==> src/rtl/stream_regear.sv <==
module stream_regear #(
  parameter int IN_W  = 12,
  parameter int OUT_W = 8
) (
  input  logic             clk,
  input  logic             rst_n,
  input  logic             in_valid,
  output logic             in_ready,
  input  logic [IN_W-1:0]  in_data,
  input  logic             in_last,
  output logic             out_valid,
  input  logic             out_ready,
  output logic [OUT_W-1:0] out_data,
  output logic             out_last
);

  localparam bit SLICER = (IN_W >= OUT_W) && (IN_W % OUT_W == 0);

  logic pop, push;
  assign pop  = out_valid & out_ready;
  assign push = in_valid & in_ready;

  generate
    if (SLICER) begin : g_slice
      localparam int RATIO = IN_W / OUT_W;
      localparam int KW    = (RATIO > 1) ? $clog2(RATIO) : 1;

      logic [IN_W-1:0] word_q;
      logic            full_q, last_q;
      logic [KW-1:0]   k_q;
      logic            final_slice;

      assign final_slice = (k_q == KW'(RATIO - 1));
      assign out_valid   = full_q;
      assign out_data    = word_q[OUT_W-1:0];
      assign out_last    = last_q & final_slice;
      assign in_ready    = ~full_q | (out_ready & final_slice);

      always_ff @(posedge clk or negedge rst_n) begin
        if (!rst_n) begin
          word_q <= '0;
          full_q <= 1'b0;
          last_q <= 1'b0;
          k_q    <= '0;
        end else if (push) begin
          word_q <= in_data;
          full_q <= 1'b1;
          last_q <= in_last;
          k_q    <= '0;
        end else if (pop) begin
          if (final_slice) begin
            full_q <= 1'b0;
          end else begin
            word_q <= word_q >> OUT_W;
            k_q    <= k_q + 1'b1;
          end
        end
      end
    end else begin : g_shift
      localparam int BUF_W = IN_W + OUT_W - 1;
      localparam int CW    = $clog2(BUF_W + 1);

      logic [BUF_W-1:0] data_q, mark_q, data_base, mark_base, data_d, mark_d;
      logic [CW-1:0]    cnt_q, cnt_base, cnt_d;

      assign out_valid = (32'(cnt_q) >= OUT_W);
      assign out_data  = data_q[OUT_W-1:0];
      assign out_last  = |mark_q[OUT_W-1:0];
      assign in_ready  = (32'(cnt_q) < OUT_W) ||
                         ((32'(cnt_q) < 2 * OUT_W) && out_ready);

      assign data_base = pop ? (data_q >> OUT_W) : data_q;
      assign mark_base = pop ? (mark_q >> OUT_W) : mark_q;
      assign cnt_base  = pop ? (cnt_q - CW'(OUT_W)) : cnt_q;

      assign data_d = data_base |
                      (push ? (BUF_W'(in_data) << cnt_base) : '0);
      assign mark_d = mark_base |
                      ((push && in_last) ? (BUF_W'(1) << (cnt_base + CW'(IN_W - 1))) : '0);
      assign cnt_d  = cnt_base + (push ? CW'(IN_W) : '0);

      always_ff @(posedge clk or negedge rst_n) begin
        if (!rst_n) begin
          data_q <= '0;
          mark_q <= '0;
          cnt_q  <= '0;
        end else begin
          data_q <= data_d;
          mark_q <= mark_d;
          cnt_q  <= cnt_d;
        end
      end
    end
  endgenerate

endmodule

==> config.mk <==
export PLATFORM = sky130hd
export DESIGN_NAME = stream_regear
export DESIGN_NICKNAME = d
export VERILOG_FILES = /design/src/rtl/stream_regear.sv
export SDC_FILE = /design/constraint.sdc
export NUM_CORES = 1
export LEC_CHECK = 0
export ABC_CLOCK_PERIOD_IN_PS = 2170
export BUFFER_PORTS_ARGS = -buffer_cell sky130_fd_sc_hd__buf_2
export CAP_MARGIN = 20
export CORE_ASPECT_RATIO = 0.8
export CORE_MARGIN = 3
export CORE_UTILIZATION = 30
export CTS_CLUSTER_DIAMETER = 40
export CTS_CLUSTER_SIZE = 20
export DETAILED_ROUTE_END_ITERATION = 12
export PLACE_DENSITY = 0.59
export SLEW_MARGIN = 40
export SYNTH_ARGS = -nofsm -noshare
export SYNTH_HDL_FRONTEND = slang
export SYNTH_SLANG_ARGS = --single-unit
==> constraint.sdc <==
create_clock -name clk -period 2.17 [get_ports clk]
set_input_delay 0.434 -clock clk [delete_from_list [all_inputs] [get_ports clk]]
set_output_delay 0.434 -clock clk [all_outputs]
set_load 0.02 [all_outputs]
==> out/results.tsv, run 1 <==
metric	value	unit
largest net degree at the start of global routing	33	
# rows	26	
share of the synthesized area in the top cell type	0.492	
CTS HTree Levels	2	
status	completed	
TritonCTS buffer count	5	
vias in the first global route	1535	
Fin. Hold Viols	0	
worst rel slew slack	0.664	
diode count	0	
VDD IR max	0.719	mV
highest routing layer actually used	met4	
Detailed Route Iter0 Violations	69	
Bufs on Longest Clock Path	2	
Total Wirelength	4690	um
top cells by area, synth	dfrtp_1 (49%), nand2_1 (8.1%), mux2i_1 (7.2%)	
synthesis-to-layout area growth	15.2	%
Synth cell types	43	
initial antenna violation count	0	
die area	7990	sq um
asr flop ratio synth	1.00	
crit path DAT	2170	ps
layout cells sized above 1	0.237	
Multi-input gate area	945	sq um
Seq cells post-synth	41	
Mapped Nets	226	
worst-skew pair later-pin latency	290	ps
Synth Flop Type	dfrtp_1	
worst setup path startpoint	g_shift.cnt_q[3]	
global route overflow	0	
Final HPWL DP	3260	um
CP Capture Type	register	
DIE WIDTH	99.2	um
Post-CTS Setup Repair Bufs	0	
max_cap viols	0	
Place WS	157	ps
EDFF count, synth	0	
TNS Setup	0	ps
FILL cells	693	
I/O pin count	28	
cts repair resizes	0	
CP max FO	17	
critical path launch point type	register	
worst min path class	in -> async	
CP max-delay cell	dfrtp_1	
WL met1	2480	um
crit path kind	reg -> reg	
Clock Sinks	41	
Critical R2R Launch	g_shift.cnt_q[3]	
top cell type by total area after synthesis	dfrtp_1	
Design Power	3.42	mW
DR vias	1529	
Wirelength per Cell	14.8	um
Worst Path Buf+Inv	2	
Leak	1.19	nW
Detail Route met3 WL	192	um
final setup fails	0	
depth of the most critical reg-to-reg path	7	
count of pins over their slew limit	0	
core area	6570	sq um
Clock Skews	5.19	ps
nets@finish	252	
worst-margin pin slew	504	ps
Avg Vias per Cell	4.84	
WP data required	2360	ps
Final Util	0.365	
crit-path cells	inv_1, ha_1, a21boi_2, xnor2_4, buf_4, mux2i_1, o311ai_1	
Power Dens Cells	1430	nW/um^2
CP top delay family	compound AO/OA/AOI/OAI gates	
TritonRoute pass-1 iters	4	
Mapped Cells	205	
Fmax achieved	505	MHz
synthesized area	2080	sq um
hold_buf cts	0	
Root Driver	clkbuf_8	
Synth Area per Inst	10.2	sq um
initial core utilization	0.317	
commonest cells after routing, fill and taps aside	nand2_1 (45), dfrtp_1 (41), buf_2 (27), nor2_1 (16), mux2i_1 (15)	
setup ws final	191	ps
Reg clk slew, reported paths	80	ps
min cycle time layout	1980	ps
Yosys warnings	0	
met2 routed WL	1940	um
GP Congestion	0.798	
gr usage total	0.127	
Largest stage delay, worst path	380	ps
# port buffers	27	
Worst path depth	7	
DR DRC count	0	
crit share post-route	0.912	
CTS tree	done	
commonest non-fill, non-tap cell in the layout	nand2_1	
first-pass GRT wire length	7930	um
Die Y-Extent	80.5	um
sequential fraction of the synthesis area	0.492	
final antenna-violating net count	0	
register cell area after layout	1030	sq um
synthesized netlist by cell type (2+ instances only):
cell type,n
mux2i_1,15
buf_2,3
dfrtp_1,41
nor4_1,2
nand4_1,5
nor2b_1,3
o311ai_1,3
nand3_1,4
a21oi_1,3
buf_1,2
o22ai_1,5
nand2b_1,2
a22o_1,5
and2_1,6
ha_1,3
inv_1,4
nand2_1,45
buf_4,9
o2bb2ai_1,2
nor2_1,16
clkbuf_1,4
a311oi_1,2
per-stage QoR:
stage	cells	hold slack [ps]	cell area [sq um]
after global placement	308	430	2310
final	316	102	2400
after floorplan	205	138	2080
after detailed placement	308	442	2310
after CTS	316	117	2390
after global routing	316	128	2400
kinds of logic after synthesis:
| family | after synthesis | share of synthesized area |
|---|---|---|
| buffers and inverters | 23 | 0.0595 |
| flip-flops | 41 | 0.492 |
| multiplexers | 16 | 0.0775 |
| AND/OR/NAND/NOR | 90 | 0.202 |
| adder cells (fa/ha/maj) | 4 | 0.0276 |
| XOR/XNOR | 2 | 0.0120 |
| AO/OA/AOI/OAI | 29 | 0.129 |
area by class of cell:
cell class | count | share of cell area
well taps | 84 | 0.0438
clock buffers | 6 | 0.0302
multi-input cells | 141 | 0.394
clock inverters | 2 | 0.00417
flip-flops and latches | 41 | 0.428
inverters | 5 | 0.00782
repair buffers | 37 | 0.0928
report_power, final:
group	internal (mW)	switching [mW]	leakage (nW)	total, mW
clock network	0.223	0.260	0.0450	0.483
registers	1.01	0.124	0.536	1.13
logic	0.719	1.09	0.611	1.81
total	1.95	1.47	1.19	3.42
routing by layer:
layer | vias up | global-route usage
met1 | 734 | 0.190
met5 | - | 0
met3 | 8 | 0.0234
li1 | 754 | -
met2 | 33 | 0.182
met4 | 0 | 0.0450
path summary, 6_finish.rpt:
| path | to | slack, ps |
|---|---|---|
| min reg2reg | register | 470 |
| max reg2reg | g_shift.data_q[11] | 190 |
| max | g_shift.data_q[11] | 190 |
| max in group asynchronous | g_shift.mark_q[7] | 1580 |
| min | async pin | 100 |
| min in group clk | g_shift.mark_q[11] | 410 |
Power figures use the tool's default switching activity.
==> run 2, diff against run 1 <==
--- a/config.mk
+++ b/config.mk
@@ -5,6 +5,7 @@
 export SDC_FILE = /design/constraint.sdc
 export NUM_CORES = 1
 export LEC_CHECK = 0
+export ABC_AREA = 1
 export ABC_CLOCK_PERIOD_IN_PS = 2170
 export BUFFER_PORTS_ARGS = -buffer_cell sky130_fd_sc_hd__buf_2
 export CAP_MARGIN = 20
@@ -14,6 +15,7 @@
 export CTS_CLUSTER_DIAMETER = 40
 export CTS_CLUSTER_SIZE = 20
 export DETAILED_ROUTE_END_ITERATION = 12
+export GPL_ROUTABILITY_DRIVEN = 0
 export PLACE_DENSITY = 0.59
 export SLEW_MARGIN = 40
 export SYNTH_ARGS = -nofsm -noshare
==> run 2 against run 1 <==
  * Worst hold slack got worse by 21 ps
  * Synthesized cell count increased by 31%
  * Clock power increased by 1%
  * Global-route usage decreased by 0.72 points
  * Register-to-register slack improved by 30 ps
  * Synthesized area increased by 1.6%
  * Combinational power decreased by 22%
  * Critical path depth increased by 3
  * Core utilization decreased by 0.62 points
  * Final area decreased by 1.2%
  * Sequential power decreased by 4%
  * First-iteration DRC count increased by 7.2%
  * Critical path type unchanged
  * Critical endpoint is now g_shift.cnt_q[4]
  * Largest cell class unchanged
==> out/results.tsv, run 2 <==
metric	value	unit	change
status	completed		
Critical R2R Launch	g_shift.cnt_q[4]		
Bufs on Longest Clock Path	2		unchanged
asr flop ratio synth	1.00		unchanged
final setup fails	0		unchanged
Clock Skews	5.48	ps	+0.296 ps
reg2reg end	g_shift.cnt_q[4]		
CTS HTree Levels	2		unchanged
worst rel slew slack	0.715		+0.0510
initial core utilization	0.321		+0.00355
top cell type by total area after synthesis	dfrtp_1		
final antenna-violating net count	0		unchanged
layout cells sized above 1	0.159		-0.0779
TritonRoute pass-1 iters	4		unchanged
crit share post-route	0.897		-0.0156
largest net degree at the start of global routing	26		-21%
Mapped Cells	268		+31%
TNS Setup	0	ps	unchanged
Fin. Hold Viols	0		unchanged
FILL cells	708		+2.2%
post-synthesis adder-cell area fraction	0.0272		-0.000441
worst setup path startpoint	g_shift.cnt_q[4]		
unrepaired setup endpoints after global routing	no		
post-synthesis compound-gate area fraction	0.0709		-0.0576
synthesized area	2120	sq um	+1.6%
Root Driver	clkbuf_8		
Mapped Nets	289		+28%
first-pass GRT wire length	7760	um	-2.1%
synthesis-to-layout area growth	12.0	%	
flop-to-flop setup slack	220	ps	+30 ps
Synth Flop Type	dfrtp_1		
WP data required	2340	ps	-20 ps
crit path kind	reg -> reg		
Total Wirelength	4360	um	-6.9%
min cycle time layout	1950	ps	-33.8 ps
nets@finish	310		+23%
Post-CTS Setup Repair Bufs	0		unchanged
top cells by area, synth	dfrtp_1 (48%), nand2_1 (18%), o21ai_0 (4.7%)		
sequential fraction of the synthesis area	0.485		-0.00786
core area	6600	sq um	+0.50%
Power Dens Cells	1260	nW/um^2	-11%
CTS tree	done		
Reg clk slew, reported paths	70	ps	about the same
Fmax achieved	514	MHz	+1.7%
worst-skew pair later-pin latency	280	ps	about the same
CP max FO	5		-12
DR DRC count	0		unchanged
depth of the most critical reg-to-reg path	10		+3
largest family of logic cells by synthesized area	simple AND/OR/NAND/NOR gates		
Detailed Route Iter0 Violations	74		+7.2%
vias in the first global route	1638		+6.7%
TritonCTS buffer count	5		unchanged
EDFF count, synth	0		unchanged
critical path launch point type	register		
Synth cell types	23		-47%
Avg Vias per Cell	4.42		-8.7%
Final HPWL DP	3250	um	-0.26%
DR vias	1647		+7.7%
post-synthesis simple-gate area fraction	0.297		+0.0943
worst min path class	in -> async		
cts repair resizes	0		unchanged
I/O pin count	28		unchanged
most common cell in the netlist	nand2_1		
diode count	0		unchanged
die area	8110	sq um	+1.5%
Die Y-Extent	81.1	um	+0.75%
VDD IR max	0.476	mV	-34%
worst-margin pin slew	427	ps	-76.5 ps
share of the synthesized area in the top cell type	0.485		-0.00786
CP Capture Type	register		
initial antenna violation count	0		unchanged
commonest non-fill, non-tap cell in the layout	nand2_1		
Synth Area per Inst	7.90	sq um	-22%
crit path DAT	2110	ps	-60 ps
DIE WIDTH	99.9	um	+0.76%
commonest cells after routing, fill and taps aside	nand2_1 (99), dfrtp_1 (41), buf_2 (27), inv_1 (23), o21ai_0 (20)		
global route overflow	0		unchanged
max_cap viols	0		unchanged
Worst Setup EP	g_shift.cnt_q[4]		
mux contribution to synthesized area	0.0142		-0.0633
Clock Sinks	41		unchanged
# rows	26		unchanged
gr usage total	0.120		-0.00717
Seq cells post-synth	41		unchanged
Wirelength per Cell	11.7	um	-21%
Design Power	3.00	mW	-12%
Yosys warnings	0		unchanged
count of pins over their slew limit	0		unchanged
Synth top cells by count	nand2_1 (99), dfrtp_1 (41), inv_1 (23)		
Post-Synth XOR/XNOR Area	0.00414		-0.00787
hold_buf cts	0		unchanged
# port buffers	27		unchanged
Leak	1.23	nW	+3.5%
[run 2: changes by cell type after synthesis, sizes merged, moves of 5 or more]
| cell | delta |
|---|---|
| inv | +20 |
| mux2i | -12 |
| and2 | -6 |
| a22o | -5 |
| nand2 | +58 |
| nand4 | -5 |
| nand3 | +15 |
| o21ai | +24 |
[run 2: cells by family (layout without fill, tap and decap cells)]
| logic type | Yosys count | in the layout |
|---|---|---|
| and+or+nand+nor | 147 | 147 |
| buffers and inverters | 43 | 64 |
| DFF | 41 | 41 |
| AOI/OAI and AO/OA | 29 | 29 |
| adders and majority gates | 4 | 4 |
| muxes | 3 | 3 |
| xor gates and xnor gates | 1 | 1 |
[run 2: stage by stage]
| stage | instance area, sq um | util | std cells | hold WS, ps | setup WS (ps) |
|---|---|---|---|---|---|
| final | 2370 | 0.359 | 373 | 80.4 | 224 |
| after global routing | 2370 | 0.359 | 373 | 101 | 63.0 |
| after CTS | 2370 | 0.359 | 373 | 89.4 | 217 |
| after detailed placement | 2280 | 0.346 | 366 | 403 | 253 |
| after global placement | 2280 | 0.346 | 366 | 396 | 305 |
| after floorplan | 2120 | - | 268 | 138 | 201 |
[run 2: routing by layer]
| layer | wire [um] | global-route usage | vias to the layer above |
|---|---|---|---|
| li1 | - | - | 866 |
| met1 | 2210 | 0.168 | 746 |
| met2 | 1890 | 0.188 | 33 |
| met3 | 240 | 0.0343 | 2 |
| met4 | 15 | 0.0205 | 0 |
| met5 | 0 | 0 | - |
[run 2: layout make-up]
class                   count  area, sq um  area share
repair buffers             32          185      0.0781
flip-flops and latches     41         1030       0.433
multi-input cells         184          875       0.369
well taps                  84          105      0.0443
inverters                  25         93.8      0.0396
clock buffers               7         86.3      0.0364
[run 2: worst max-delay path: stages (launching register included)]
cell and delay [ps]:
dfrtp_1 380, inv_1 120, ha_1 230, inv_1 50, nand2_1 80, nand2_2 120, inv_1 110, ha_1 150
inv_1 50, fa_1 370, xor2_1 170
[run 2: how the worst min path moves through the flow]
stage	from	to	cells past startpoint
CTS	rst_n	g_shift.data_q[8]	1
floorplan	rst_n	async pin	0
detailed placement	rst_n	g_shift.data_q[1]	1
global placement	rst_n	g_shift.data_q[1]	1
finish	rst_n	g_shift.mark_q[16]	1
global route	rst_n	g_shift.cnt_q[4]	1
[run 2: power by group]
group,switching (mW),internal (mW)
combinational,0.955,0.470
sequential,0.102,0.980
clock,0.238,0.252
==> run 3, diff against run 2 <==
--- a/config.mk
+++ b/config.mk
@@ -6,7 +6,7 @@
 export NUM_CORES = 1
 export LEC_CHECK = 0
 export ABC_AREA = 1
-export ABC_CLOCK_PERIOD_IN_PS = 2170
+export ABC_CLOCK_PERIOD_IN_PS = 1850
 export BUFFER_PORTS_ARGS = -buffer_cell sky130_fd_sc_hd__buf_2
 export CAP_MARGIN = 20
 export CORE_ASPECT_RATIO = 0.8
==> constraint.sdc (replaced) <==
create_clock -name clk -period 1.85 [get_ports clk]
set_input_delay 0.37 -clock clk [delete_from_list [all_inputs] [get_ports clk]]
set_output_delay 0.37 -clock clk [all_outputs]
set_load 0.02 [all_outputs]
==> run 3 against run 2 <==
  * Critical path type unchanged
  * Register-to-register slack worse by 160 ps
  * Die area stayed put
  * Combinational power grew 29%
  * Maximum frequency grew 9.1%
  * Largest cell class unchanged
  * Global-route usage is 0.64 points higher
  * Core utilization rose by 1.6 points
  * Clock power rose by 56%
  * Power rose by 30%
  * Routed wire length rose by 5.8%
  * First-iteration DRC count rose by 2.7%
  * Sequential power rose by 19%
  * Worst setup slack worse by 160 ps
==> out/results.tsv, run 3 (synthesis gave the netlist of run 2 again) <==
metric	value	unit	change
Die Y-Extent	81.1	um	unchanged
# port buffers	27		unchanged
count of pins over their slew limit	0		unchanged
largest net degree at the start of global routing	40		+54%
diode count	0		unchanged
Bufs on Longest Clock Path	2		unchanged
DR vias	1697		+3.0%
Root Driver	clkbuf_8		
flop-to-flop setup slack	70	ps	-160 ps
Final Util	0.376		+0.0165
I/O pin count	28		unchanged
nets@finish	314		+1.3%
initial core utilization	0.321		unchanged
worst-skew pair later-pin latency	300	ps	+20 ps
Clock Sinks	41		unchanged
CTS HTree Levels	2		unchanged
final antenna-violating net count	0		unchanged
DIE WIDTH	99.9	um	unchanged
CP most frequent cell	nand2_4		
WP data required	2030	ps	-310 ps
TritonRoute pass-1 iters	4		unchanged
first-pass GRT wire length	8040	um	+3.6%
die area	8110	sq um	unchanged
Wirelength per Cell	12.2	um	+4.4%
final non-filler cell area	2480	sq um	+4.6%
unrepaired setup endpoints after global routing	yes		
Largest stage delay, worst path	420	ps	+40 ps
worst hold slack	3.21	ps	-77.2 ps
max_cap viols	0		unchanged
Detailed Route Iter0 Violations	76		+2.7%
core area	6600	sq um	unchanged
worst rel slew slack	0.709		-0.00625
final setup fails	0		unchanged
FILL cells	687		-3.0%
Final HPWL DP	3340	um	+2.9%
Design Power	3.88	mW	+30%
Total Wirelength	4610	um	+5.8%
commonest cells after routing, fill and taps aside	nand2_1 (96), dfrtp_1 (41), buf_2 (27), inv_1 (21), o21ai_0 (20)		
# rows	26		unchanged
Reg clk slew, reported paths	80	ps	about the same
TritonCTS buffer count	5		unchanged
layout cells sized above 1	0.197		+0.0381
crit share post-route	0.964		+0.0671
commonest non-fill, non-tap cell in the layout	nand2_1		
min cycle time layout	1780	ps	-163 ps
Avg Vias per Cell	4.49		+1.7%
Fmax achieved	561	MHz	+9.1%
Fin. Hold Viols	0		unchanged
DR DRC count	0		unchanged
Clock Skews	5.38	ps	-0.105 ps
reg2reg end	g_shift.cnt_q[4]		
Power Dens Cells	1560	nW/um^2	+24%
gr usage total	0.126		+0.00644
Placement Cell Area	2310	sq um	+1.1%
CTS tree	done		
status	completed		
critical path launch point type	register		
Leak	1.27	nW	+3.4%
crit path DAT	1960	ps	-150 ps
CP Capture Type	register		
global route overflow	0		unchanged
VDD IR max	0.858	mV	+80%
CP max-delay cell	fa_1		
synthesis-to-layout area growth	17.1	%	
worst-margin pin slew	436	ps	+9.37 ps
crit path kind	reg -> reg		
Critical R2R Launch	g_shift.cnt_q[4]		
initial antenna violation count	0		unchanged
depth of the most critical reg-to-reg path	9		-1
CP max FO	6		+1
crit-path cells	inv_2, ha_1, nand2_2, nand2_4, nand2_4, nand2_2, nand2_4, fa_1, xor2_1		
TNS Setup	0	ps	unchanged
vias in the first global route	1637		-0.061%
worst min path class	in -> async		
==> run 3: changes by cell type in the layout (fill, tap and decap cells not counted), sizes merged <==
cell      before  now
buf           32   36
bufinv         0    1
clkbuf         7    6
clkinvlp       0    1
==> run 3: worst max-delay path by stage <==
stage                           from                to  slack [ps]  depth (start not counted)
floorplan           g_shift.cnt_q[4]  g_shift.cnt_q[4]           3                         10
global placement    g_shift.cnt_q[3]  g_shift.cnt_q[4]          60                         10
detailed placement  g_shift.cnt_q[3]  g_shift.cnt_q[4]          -5                         10
CTS                 g_shift.cnt_q[3]  g_shift.cnt_q[4]          30                         10
global route        g_shift.cnt_q[4]  g_shift.cnt_q[4]         -40                          9
finish              g_shift.cnt_q[4]  g_shift.cnt_q[4]          70                          9
==> run 3: timing repair <==
item,4_1_cts,5_1_grt
hold buffers,0,0
setup buffers,0,3
gates resized for setup,1,4
endpoints found under the setup margin,1,12
pin swaps,0,1
==> run 3: cell type report <==
type / count / area [sq um] / share of cell area
multi-input cells: 184 / 905 / 0.365
flip-flops and latches: 41 / 1030 / 0.414
inverters: 25 / 96.3 / 0.0388
clock buffers: 6 / 82.6 / 0.0333
well taps: 84 / 105 / 0.0424
clock inverters: 2 / 37.5 / 0.0151
repair buffers: 36 / 228 / 0.0918
==> run 3: where the power goes <==
| group | internal [mW] | switching (mW) | total [mW] | leakage, nW |
|---|---|---|---|---|
| registers | 1.15 | 0.133 | 1.28 | 0.544 |
| logic | 0.654 | 1.18 | 1.83 | 0.674 |
| clock network | 0.439 | 0.325 | 0.764 | 0.0574 |
| total | 2.24 | 1.64 | 3.88 | 1.27 |
==> run 3: critical path: cells and delay by family (launching register included) <==
family | cells | cell delay (ps)
flops | 1 | 410
fa+ha+maj | 2 | 590
simple gates | 5 | 390
xor+xnor | 1 | 170
buf+inv | 1 | 110
==> run 3: routing by layer <==
metal	wire length, um	GRT usage	up-vias
met5	0	0	-
met4	58	0.0491	0
met1	2430	0.176	786
met3	202	0.0326	4
met2	1930	0.188	35
li1	-	-	872
==> run 3: stage by stage <==
stage,cells,setup slack (ps)
after floorplan,268,3.16
after global placement,367,62.3
after detailed placement,367,-4.94
after CTS,375,34.5
after global routing,378,-40.0
final,378,67.0
